--- config.mk ---
export PLATFORM = sky130hd
export DESIGN_NAME = ec_msg_link
export DESIGN_NICKNAME = d
export VERILOG_FILES = /design/src/rtl/ecl_pkg.sv /design/src/rtl/ecl_ctrl.sv /design/src/rtl/ecl_datapath.sv /design/src/rtl/ec_msg_link.sv
export SDC_FILE = /design/constraint.sdc
export NUM_CORES = 2
export LEC_CHECK = 0
export ABC_AREA = 1
export BUFFER_PORTS_ARGS = -buffer_cell sky130_fd_sc_hd__buf_2
export CAP_MARGIN = 20
export CORE_ASPECT_RATIO = 1.2
export CORE_UTILIZATION = 45
export CTS_CLUSTER_SIZE = 20
export DETAILED_ROUTE_END_ITERATION = 8
export PLACE_DENSITY_LB_ADDON = 0.2
export SYNTH_ARGS = -nofsm -noshare
export SYNTH_HDL_FRONTEND = slang
export SYNTH_HIERARCHICAL = 1
export SYNTH_SLANG_ARGS = --single-unit
export TNS_END_PERCENT = 1
--- constraint.sdc ---
create_clock -name clk -period 7.1 [get_ports clk]
set_input_delay 1.775 -clock clk [delete_from_list [all_inputs] [get_ports clk]]
set_output_delay 1.775 -clock clk [all_outputs]
set_load 0.1 [all_outputs]
--- src/rtl/ecl_pkg.sv ---
package ecl_pkg;
  localparam int MSG_MAX   = 32;
  localparam int TXQ_DEPTH = 4;
  localparam int LEN_W     = $clog2(MSG_MAX + 1);
  localparam int IDX_W     = $clog2(MSG_MAX);
  localparam int PTR_W     = (TXQ_DEPTH > 1) ? $clog2(TXQ_DEPTH) : 1;
  localparam int CNT_W     = $clog2(TXQ_DEPTH + 1);

  localparam logic [7:0] BYTE_EMPTY = 8'h8A;
  localparam logic [7:0] BYTE_PAST  = 8'h01;
  localparam logic [7:0] NOOP_CMD   = 8'h07;
  localparam logic [7:0] NOOP_ARG   = 8'h02;
  localparam logic [LEN_W-1:0] NOOP_LEN = LEN_W'(2);

  typedef enum logic [1:0] {SEL_HEAD, SEL_NOOP, SEL_EMPTY, SEL_PAST} byteSel_e;
  typedef enum logic [1:0] {LINK_IDLE, LINK_RX, LINK_TX} linkState_e;

  typedef struct packed {
    logic             rdEn;
    byteSel_e         rdSel;
    logic [LEN_W-1:0] rdIdx;
    logic             txPop;
    logic             rxOpen;
    logic             rxAppend;
    logic             rxDeliver;
    logic             errSet;
  } ctlStrobe_t;

  typedef struct packed {
    logic [CNT_W-1:0] txCount;
    logic [LEN_W-1:0] headLen;
    logic [LEN_W-1:0] rxCnt;
    logic             outBusy;
    logic             hostCommit;
  } dpStatus_t;
endpackage

--- src/rtl/ecl_ctrl.sv ---
module ecl_ctrl
  import ecl_pkg::*;
(
  input  logic       clk,
  input  logic       rstN,
  input  logic       evAddr,
  input  logic       evAddrRead,
  input  logic       evWrByte,
  input  logic       evRdReq,
  input  logic       evStop,
  input  dpStatus_t  st,
  output ctlStrobe_t cs,
  output logic       reqN
);
  linkState_e       state, stateNext;
  logic [LEN_W-1:0] txPos, txPosNext;
  logic             txDone, txDoneNext;
  logic             noopPending, noopNext;
  logic             reqNNext;
  logic [CNT_W:0]   pending;
  logic [LEN_W-1:0] curLen;

  assign pending = {1'b0, st.txCount} + (CNT_W+1)'(noopPending);
  assign curLen  = noopPending ? NOOP_LEN : st.headLen;

  always_comb begin
    cs         = '0;
    cs.rdSel   = SEL_HEAD;
    stateNext  = state;
    txPosNext  = txPos;
    txDoneNext = txDone;
    noopNext   = noopPending;
    reqNNext   = reqN;

    if (evStop) begin
      // a write transaction closes: keep the message only if it is not a runt
      if (state == LINK_RX && st.rxCnt > LEN_W'(1)) begin
        if (st.outBusy) cs.errSet    = 1'b1;
        else            cs.rxDeliver = 1'b1;
      end
      stateNext  = LINK_IDLE;
      txDoneNext = 1'b0;
    end else if (evAddr) begin
      if (evAddrRead) begin
        stateNext  = LINK_TX;
        txDoneNext = 1'b0;
      end else if (state != LINK_RX) begin
        stateNext = LINK_IDLE;
      end
    end else if (evWrByte) begin
      if (state == LINK_IDLE) begin
        cs.rxOpen = 1'b1;
        stateNext = LINK_RX;
      end else if (state == LINK_RX) begin
        if (st.rxCnt < LEN_W'(MSG_MAX)) cs.rxAppend = 1'b1;
        else                            cs.errSet   = 1'b1;
      end
    end else if (evRdReq) begin
      cs.rdEn  = 1'b1;
      reqNNext = 1'b1;
      if (txDone) begin
        cs.rdSel = SEL_PAST;
      end else if (pending == '0) begin
        cs.rdSel = SEL_EMPTY;
        noopNext = 1'b1;
      end else begin
        cs.rdSel = noopPending ? SEL_NOOP : SEL_HEAD;
        cs.rdIdx = txPos;
        if (txPos == curLen) begin
          if (noopPending) noopNext = 1'b0;
          else             cs.txPop = 1'b1;
          txPosNext  = '0;
          txDoneNext = 1'b1;
          reqNNext   = (pending <= (CNT_W+1)'(1));
        end else begin
          txPosNext = txPos + LEN_W'(1);
        end
      end
    end

    if (st.hostCommit) reqNNext = 1'b0;
  end

  always_ff @(posedge clk) begin
    if (!rstN) begin
      state       <= LINK_IDLE;
      txPos       <= '0;
      txDone      <= 1'b0;
      noopPending <= 1'b0;
      reqN        <= 1'b1;
    end else begin
      state       <= stateNext;
      txPos       <= txPosNext;
      txDone      <= txDoneNext;
      noopPending <= noopNext;
      reqN        <= reqNNext;
    end
  end
endmodule

--- src/rtl/ecl_datapath.sv ---
module ecl_datapath
  import ecl_pkg::*;
(
  input  logic                 clk,
  input  logic                 rstN,
  input  logic                 hostTxValid,
  input  logic [7:0]           hostTxData,
  input  logic                 hostTxLast,
  output logic                 hostTxReady,
  input  logic [7:0]           busData,
  input  logic                 rxReady,
  input  ctlStrobe_t           cs,
  output dpStatus_t            st,
  output logic                 rdValid,
  output logic [7:0]           rdData,
  output logic                 rxValid,
  output logic [LEN_W-1:0]     rxLen,
  output logic [MSG_MAX*8-1:0] rxMsg,
  output logic                 rxErr
);
  logic [PTR_W-1:0]     wrPtr, rdPtr;
  logic [CNT_W-1:0]     txCount;
  logic [LEN_W-1:0]     wrIdx, newLen;
  logic                 hostAccept, hostCommit;
  logic [MSG_MAX*8-1:0] slotData [TXQ_DEPTH];
  logic [LEN_W-1:0]     slotLen  [TXQ_DEPTH];
  logic [IDX_W-1:0]     byteSel;
  logic [7:0]           outByte;
  logic [MSG_MAX*8-1:0] asmBuf;
  logic [LEN_W-1:0]     rxCnt;

  assign hostTxReady = (txCount < CNT_W'(TXQ_DEPTH));
  assign hostAccept  = hostTxValid && hostTxReady;
  assign hostCommit  = hostAccept && hostTxLast;
  assign newLen      = (wrIdx < LEN_W'(MSG_MAX)) ? wrIdx + LEN_W'(1) : LEN_W'(MSG_MAX);

  // one storage slot per queue entry
  for (genvar g = 0; g < TXQ_DEPTH; g++) begin : gSlot
    logic [MSG_MAX*8-1:0] bytesQ;
    logic [LEN_W-1:0]     lenQ;
    logic                 hit;
    assign hit = hostAccept && (wrPtr == PTR_W'(g));
    always_ff @(posedge clk) begin
      if (!rstN) begin
        bytesQ <= '0;
        lenQ   <= '0;
      end else if (hit) begin
        if (wrIdx < LEN_W'(MSG_MAX))
          bytesQ[{wrIdx[IDX_W-1:0], 3'b000} +: 8] <= hostTxData;
        if (hostTxLast) lenQ <= newLen;
      end
    end
    assign slotData[g] = bytesQ;
    assign slotLen[g]  = lenQ;
  end

  always_ff @(posedge clk) begin
    if (!rstN) begin
      wrPtr   <= '0;
      rdPtr   <= '0;
      wrIdx   <= '0;
      txCount <= '0;
    end else begin
      if (hostAccept) begin
        if (hostTxLast) begin
          wrIdx <= '0;
          wrPtr <= (wrPtr == PTR_W'(TXQ_DEPTH-1)) ? '0 : wrPtr + PTR_W'(1);
        end else if (wrIdx < LEN_W'(MSG_MAX)) begin
          wrIdx <= wrIdx + LEN_W'(1);
        end
      end
      if (cs.txPop)
        rdPtr <= (rdPtr == PTR_W'(TXQ_DEPTH-1)) ? '0 : rdPtr + PTR_W'(1);
      case ({hostCommit, cs.txPop})
        2'b10:   txCount <= txCount + CNT_W'(1);
        2'b01:   txCount <= txCount - CNT_W'(1);
        default: txCount <= txCount;
      endcase
    end
  end

  // answer byte selection
  assign byteSel = IDX_W'(cs.rdIdx - LEN_W'(1));

  always_comb begin
    unique case (cs.rdSel)
      SEL_HEAD:  outByte = (cs.rdIdx == '0) ? 8'(slotLen[rdPtr])
                                            : slotData[rdPtr][{byteSel, 3'b000} +: 8];
      SEL_NOOP:  outByte = (cs.rdIdx == '0)          ? 8'(NOOP_LEN) :
                           (cs.rdIdx == LEN_W'(1))   ? NOOP_CMD : NOOP_ARG;
      SEL_EMPTY: outByte = BYTE_EMPTY;
      default:   outByte = BYTE_PAST;
    endcase
  end

  always_ff @(posedge clk) begin
    if (!rstN) begin
      rdValid <= 1'b0;
      rdData  <= '0;
    end else begin
      rdValid <= cs.rdEn;
      if (cs.rdEn) rdData <= outByte;
    end
  end

  // receive assembly and delivery
  always_ff @(posedge clk) begin
    if (!rstN) begin
      asmBuf  <= '0;
      rxCnt   <= '0;
      rxValid <= 1'b0;
      rxLen   <= '0;
      rxMsg   <= '0;
      rxErr   <= 1'b0;
    end else begin
      if (cs.rxOpen) begin
        asmBuf <= {{(MSG_MAX*8-8){1'b0}}, busData};
        rxCnt  <= LEN_W'(1);
      end else if (cs.rxAppend) begin
        asmBuf[{rxCnt[IDX_W-1:0], 3'b000} +: 8] <= busData;
        rxCnt <= rxCnt + LEN_W'(1);
      end
      if (cs.rxDeliver) begin
        rxValid <= 1'b1;
        rxLen   <= rxCnt;
        rxMsg   <= asmBuf;
      end else if (rxReady) begin
        rxValid <= 1'b0;
      end
      if (cs.errSet) rxErr <= 1'b1;
    end
  end

  assign st.txCount    = txCount;
  assign st.headLen    = slotLen[rdPtr];
  assign st.rxCnt      = rxCnt;
  assign st.outBusy    = rxValid;
  assign st.hostCommit = hostCommit;
endmodule

--- src/rtl/ec_msg_link.sv ---
module ec_msg_link
  import ecl_pkg::*;
(
  input  logic                 clk,
  input  logic                 rstN,
  input  logic                 hostTxValid,
  input  logic [7:0]           hostTxData,
  input  logic                 hostTxLast,
  output logic                 hostTxReady,
  input  logic                 evAddr,
  input  logic                 evAddrRead,
  input  logic                 evWrByte,
  input  logic                 evRdReq,
  input  logic                 evStop,
  input  logic [7:0]           busData,
  output logic                 reqN,
  output logic                 rdValid,
  output logic [7:0]           rdData,
  output logic                 rxValid,
  input  logic                 rxReady,
  output logic [LEN_W-1:0]     rxLen,
  output logic [MSG_MAX*8-1:0] rxMsg,
  output logic                 rxErr
);
  ctlStrobe_t cs;
  dpStatus_t  st;

  ecl_ctrl uCtrl (
    .clk(clk), .rstN(rstN),
    .evAddr(evAddr), .evAddrRead(evAddrRead), .evWrByte(evWrByte),
    .evRdReq(evRdReq), .evStop(evStop),
    .st(st), .cs(cs), .reqN(reqN)
  );

  ecl_datapath uData (
    .clk(clk), .rstN(rstN),
    .hostTxValid(hostTxValid), .hostTxData(hostTxData), .hostTxLast(hostTxLast),
    .hostTxReady(hostTxReady), .busData(busData), .rxReady(rxReady),
    .cs(cs), .st(st), .rdValid(rdValid), .rdData(rdData),
    .rxValid(rxValid), .rxLen(rxLen), .rxMsg(rxMsg), .rxErr(rxErr)
  );
endmodule

=== After elaboration in Yosys (flattened, before gate mapping) ===
Index checks and enable logic that the tools add are counted.

* Flip-flop bits (word level): 1607
* Bits in latches: 0
* RAM bits: 0
* ROM bits: 0
* Bits of input ports: 26
* Output and inout bits: 275
* Logic and storage cells: 189
* Memories kept: 0

* Add/subtract/negate cells: 11
* $mul: 0
* Divide/modulo/power cells: 0
* Order comparisons: 6
* Equal/unequal tests: 18
* Shifts and indexed selects: 5
* Muxes and demuxes: 77
* Bitwise operators: 7
* Reduce and logical (&&, ||, !) cells: 38

{| class="wikitable"
|+ Operators by type and width
! kind !! number
|-
| bitwise mux 256 bit || 5
|-
| binary-select mux 256 bit (select 2 bit) || 1
|-
| two-way mux 256 bit || 2
|-
| variable shift 8 x 10 -> 256 bit, first input constant || 2
|-
| variable part select 8 x 10 -> 256 bit || 2
|-
| variable part select 256 x 9 -> 8 bit || 1
|-
| two-way mux 6 bit || 7
|-
| two-way mux 1 bit || 37
|-
| two-way mux 8 bit || 4
|-
| two-way mux 12 bit || 2
|-
| case mux 8 bit (3 select lines) || 1
|-
| two-way mux 2 bit || 11
|-
| two-way mux 10 bit || 2
|-
| negation 8 -> 10 bit || 2
|-
| AND reduction 2 bit || 10
|-
| adder 6 x 1 -> 6 bit, second input constant || 3
|-
| nonzero test 2 bit || 9
|-
| two-way mux 7 bit || 2
|-
| binary-select mux 6 bit (select 2 bit) || 1
|-
| < comparator 6 bit, second input constant || 2
|-
| AND reduction 6 bit || 2
|-
| equality test 2 bit, second input constant || 5
|-
| inequality test 2 x 1 -> 1 bit, second input constant || 5
|-
| equality test 2 x 1 -> 1 bit, second input constant || 4
|-
| 24 further kinds || 40
|}

=== Logic depth before layout (Yosys ltp) ===
* Depth in word-level cells: 17
* Gate-level depth with buffers: 28
* Depth with buffers taken out: 22

=== Cells and area by module ===
Netlist, hierarchy kept.

{| class="wikitable"
|+ By module, submodules not included
! module !! instances !! cells each !! area each (um^2) !! seq. area each (um^2)
|-
| ecl_datapath || 1 || 9198 || 66658.9 || 31950.6
|-
| ecl_ctrl || 1 || 151 || 894.6 || 220.2
|}

=== Least setup slack after synthesis ===
No wires, ideal clock.

* Kind: input to register
* Start: in evRdReq
* End: reg uData.rdData[2]
* Setup time: 70 ps
* Arrival: 4864 ps
* Data required time: 7030 ps
* Slack: 2166 ps
* Cell stages on the path: 26
* Path buffers: 7
* Cells stage by stage: inv_1 -> nor2_2 -> nand2_2 -> nor2_4 -> nand2_2 -> buf_6 -> nor2_1 -> inv_1 -> buf_2 -> buf_1 -> clkbuf_1 -> ha_1 -> clkbuf_1 -> inv_1 -> clkbuf_1 -> clkbuf_1 -> nand2_1 -> nand3_1 -> nand3_1 -> nand2_1 -> nand2_1 -> nand3_1 -> nand2_1 -> nand2_1 -> nand2_1 -> a21oi_1

{| class="wikitable"
|+ RTL lines
! element !! RTL line !! source
|-
| start: declaration || ec_msg_link.sv:13 || <nowiki>input logic evRdReq,</nowiki>
|-
| end signal: assignment || ecl_datapath.sv:102 || <nowiki>if (cs.rdEn) rdData <= outByte;</nowiki>
|-
| end: declaration || ecl_datapath.sv:15 || <nowiki>output logic [7:0] rdData,</nowiki>
|}

=== Worst setup path after layout ===
* Start: reg uData.wrIdx[0]
* End: reg uData.gSlot[0].bytesQ[130]

* Word-level cells in the longest chain between the ends: 3
* Elaborated cells between the ends (all ways): 6
* Those cells by class: add/sub (1); order compare (1); shift (2); mux (1); reduce/logical (1)

{| class="wikitable"
|+ RTL lines
! element !! RTL line !! source
|-
| start: declaration || ecl_datapath.sv:23 || <nowiki>logic [LEN_W-1:0] wrIdx, newLen;</nowiki>
|-
| start signal: assignment || ecl_datapath.sv:69 || <nowiki>wrIdx <= wrIdx + LEN_W'(1);</nowiki>
|-
| negation 8 -> 10 bit || ecl_datapath.sv:49 || <nowiki>bytesQ[{wrIdx[IDX_W-1:0], 3'b000} +: 8] <= hostTxData;</nowiki>
|-
| variable part select 8 x 10 -> 256 bit / variable shift 8 x 10 -> 256 bit (equally long branches) || ecl_datapath.sv:49 ||
|-
| bitwise mux 256 bit || ecl_datapath.sv:49 ||
|-
| end signal: indexed assignment || ecl_datapath.sv:49 ||
|-
| end: declaration || ecl_datapath.sv:39 || <nowiki>logic [MSG_MAX*8-1:0] bytesQ;</nowiki>
|}

Several ways; a longest one is shown, not always the timed one.
A chain may end at the register's enable or synchronous reset.

==> impl_metrics.json <==
{
  "r2r_end": "uData/gSlot[0].bytesQ[130]",
  "ys_seq_area_share_pct": 47.6,
  "finalSetupViolCount": 0,
  "cp_max_fo": 17,
  "yosys.area_share.simple_pct": 19.3,
  "num_vias": 63100,
  "syn_nets": 9401,
  "muxShareOfSynthArea_pct": 0,
  "cp-end-kind": "flip-flop",
  "worstPathRequired_ns": 7.83,
  "synth.distinct_cells": 46,
  "hold_viol": 0,
  "die-width_um": 356,
  "wl_per_cell_um": 20.7,
  "async_flop_share_pct": 0,
  "firstDrtPassIters": 6,
  "status": "complete, no violations",
  "worstMarginPinSlew_ns": 1.42,
  "track_usage_pct": 29.9,
  "grt_pass1_wl_um": 354000,
  "setup_tns_ns": 0,
  "setup.worst_path.class": "flip-flop to flip-flop",
  "wirelength_um": 234000,
  "power_mw": 18.5,
  "layout-drive-gt1-share_pct": 8.45,
  "cts_resized": 0,
  "slew_headroom_pct": 5.46,
  "crit_arrival_ns": 5.63,
  "p_leak_nw": 30.5,
  "die_h_um": 426,
  "rsz0062_at_grt": "false",
  "worst_slack_ns": 2.21,
  "initial_utilization_pct": 45.4,
  "syn_area_per_cell_um2": 7.23,
  "synthFlopType": "dfxtp_1",
  "io_buffers": 300,
  "multi_input_area_um2": 30000,
  "final_util_pct": 50.3,
  "clock_path_buffers": 3,
  "regToRegSetupSlack_ns": 2.21,
  "coreArea_um2": 149000,
  "insertedDiodeCount": 0,
  "p_per_area_nw_per_um2": 247,
  "synthAdderAreaFrac_pct": 0.493,
  "root_buffer": "clkbuf_16",
  "htreeDepth": 4,
  "fillers": 14600,
  "fin_area_um2": 74900,
  "std_cell_rows": 155,
  "clk_latency_ns": 0.83,
  "ys_warn_count": 6,
  "ys_seq_elements": 1607,
  "cts.clk_slew.worst_paths_ns": 0.06,
  "nets": 9280,
  "dpl.hpwl_um": 152000,
  "slew_violations": 0,
  "synth_area_um2": 67600,
  "num_io_pins": 301,
  "synth_xor_xnor_area_share_pct": 0.169,
  "synth_top_family_by_area": "compound AO/OA/AOI/OAI gates",
  "hold_path_class": "flip-flop to flip-flop",
  "ctsHoldBuffers": 0,
  "synth_compound_area_share_pct": 24.3,
  "final.period_utilization_pct": 68.9,
  "drc_errors": 0,
  "drtAntennaViolNets": 0,
  "post-place-ws_ns": 1.97,
  "reg2reg_from": "uData/wrIdx[0]",
  "grt_antenna_before_repair": 3,
  "critPathLaunchType": "flip-flop",
  "grt-ovfl-total": 0,
  "viasPerCell": 5.57,
  "drt-initial-drc-count": 6155,
  "cts_tree": "yes",
  "worstRegToRegCells": 11,
  "first_global_vias": 58100,
  "startpoint": "uData/wrIdx[0]",
  "placedInstanceArea_um2": 69500,
  "register_area_um2": 32200,
  "place.gp.congestion": 0.961,
  "maxCapViolCount": 0,
  "ir_worst_vdd_uv": 273,
  "crit_path_end": "uData/gSlot[0].bytesQ[130]",
  "min_period_ns": 4.89,
  "cts_setup_buffers": 0,
  "clock_sinks": 1607,
  "synthCells": 9349,
  "area_growth_pct": 10.9,
  "synth_edf_count": 0,
  "max_freq_mhz": 204,
  "numCtsBuffers": 165,
  "clock_skew_ns": 0.0292,
  "die_area_um2": 152000,
  "grt_max_degree": 278
}
==> critical path, stage by stage, from the launching register on <==
cell	delay, ns
dfxtp_1	0.71
clkinv_1	0.72
ha_1	0.56
xnor2_4	0.19
inv_2	0.39
buf_4	0.32
nand2_1	0.14
nor2_1	0.39
nand2_2	0.16
nor2_1	0.84
o21ai_0	0.19
a21oi_1	0.17
==> kinds of logic after synthesis <==
kind of cell               after synthesis
and+or+nand+nor                       3165
AOI/OAI and AO/OA                     3168
DFF                                   1607
xor gates and xnor gates                10
adders and majority gates               26
buffers and inverters                 1373
==> flip-flops by register name, indices dropped and copies added (netlist names), 2 cells and up <==
name and cells:
uData/gSlot.lenQ 24, uCtrl/txPos 6, uData/rdPtr 2, uData/txCount 3, uData/rxMsg 256, uCtrl/state 2, uData/wrPtr 2, uData/rxLen 6
uData/gSlot.bytesQ 1024, uData/asmBuf 256, uData/rxCnt 6, uData/rdData 8, uData/wrIdx 6
==> cell usage after synthesis, types with 2 or more instances <==
cell type / count / area [um2]
o21ai_0: 1780 / 8910
xnor2_1: 3 / 26.3
inv_2: 31 / 116
dfxtp_1: 1607 / 32200
inv_4: 5 / 31.3
clkinv_1: 9 / 33.8
nor2_1: 1616 / 6070
xor2_1: 5 / 43.8
a211oi_2: 7 / 87.6
nor2_8: 2 / 40.0
o21ai_1: 12 / 60.1
ha_1: 25 / 313
a211oi_1: 121 / 908
nand2_2: 5 / 31.3
nand3_2: 4 / 40.0
o22ai_1: 114 / 713
nor2_4: 25 / 282
buf_2: 178 / 891
o211ai_1: 2 / 15.0
clkbuf_1: 411 / 1540
o21a_1: 2 / 15.0
inv_1: 662 / 2480
nor2_2: 45 / 282
nor3_1: 58 / 290
buf_1: 52 / 195
nor4_1: 10 / 62.6
buf_4: 20 / 150
nand2_1: 925 / 3470
nor3_2: 13 / 130
buf_6: 4 / 45.0
nand4_1: 5 / 31.3
a21oi_1: 1124 / 5630
nand3_1: 454 / 2270
==> metrics by stage <==
stage / cells / hold slack, ns
global route: 11300 / 0.456
global placement: 11000 / 0.430
finish: 11300 / 0.440
detailed placement: 11000 / 0.433
floorplan: 9349 / 0.420
CTS: 11300 / 0.442
==> area by class of cell <==
class | count | area share (%)
clock buffers | 252 | 6.51
clock inverters | 46 | 0.731
inverters | 707 | 3.59
multi-input cells | 6369 | 40.0
flip-flops and latches | 1607 | 42.9
well taps | 1962 | 3.28
repair buffers | 378 | 2.97
==> worst min path at each step <==
stage,slack [ns],cells past startpoint,start,end
finish,0.44,2,uData/gSlot[2].bytesQ[104],uData/gSlot[2].bytesQ[104]
global route,0.46,2,uData/gSlot[1].bytesQ[239],uData/gSlot[1].bytesQ[239]
CTS,0.44,2,uData/gSlot[2].bytesQ[104],uData/gSlot[2].bytesQ[104]
detailed placement,0.43,2,uData/gSlot[2].bytesQ[104],uData/gSlot[2].bytesQ[104]
global placement,0.43,2,uData/gSlot[3].bytesQ[72],uData/gSlot[3].bytesQ[72]
floorplan,0.42,2,uData/gSlot[0].bytesQ[104],uData/gSlot[0].bytesQ[104]
==> report_power, final <==
group | leakage [nW] | switching [mW] | internal, mW
Clock | 2.66 | 3.79 | 4.98
Combinational | 14.9 | 0.573 | 0.138
Sequential | 12.9 | 0.0199 | 9.04
Total | 30.5 | 4.38 | 14.2
==> cell usage in the layout (no fill, tap or decap), types with 3 or more instances in the layout <==
| cell | Yosys | final |
|---|---|---|
| nor3_1 | 58 | 53 |
| clkinv_8 | 0 | 5 |
| clkbuf_1 | 411 | 46 |
| clkinvlp_4 | 0 | 4 |
| xor2_1 | 5 | 5 |
| nand2_2 | 5 | 5 |
| clkinv_2 | 0 | 19 |
| clkinv_4 | 0 | 3 |
| clkbuf_8 | 0 | 40 |
| nand4_1 | 5 | 5 |
| ha_1 | 25 | 24 |
| buf_12 | 0 | 10 |
| inv_1 | 662 | 659 |
| nand3_2 | 4 | 4 |
| buf_2 | 178 | 299 |
| inv_4 | 5 | 6 |
| a21oi_1 | 1124 | 1124 |
| a211oi_2 | 7 | 7 |
| nand2_1 | 925 | 925 |
| nand3_1 | 454 | 454 |
| clkinv_1 | 9 | 8 |
| nor2_4 | 25 | 28 |
| inv_6 | 0 | 6 |
| o21ai_1 | 12 | 12 |
| nor4_1 | 10 | 10 |
| clkbuf_16 | 0 | 166 |
| inv_2 | 31 | 30 |
| a211oi_1 | 121 | 121 |
| dfxtp_1 | 1607 | 1605 |
| nor3_2 | 13 | 18 |
| bufinv_16 | 0 | 6 |
| o21ai_0 | 1780 | 1780 |
| nor2_1 | 1616 | 1612 |
| nor2_2 | 45 | 46 |
| buf_4 | 20 | 68 |
| inv_16 | 0 | 5 |
| o22ai_1 | 114 | 114 |
==> metal layers <==
layer  routed length (um)  track usage, %
met1                95200            37.2
met2               107000            47.9
met3                16600            5.55
met4                15400            18.6
met5                   36               0
Note: power is estimated with default switching activity, not from simulation.
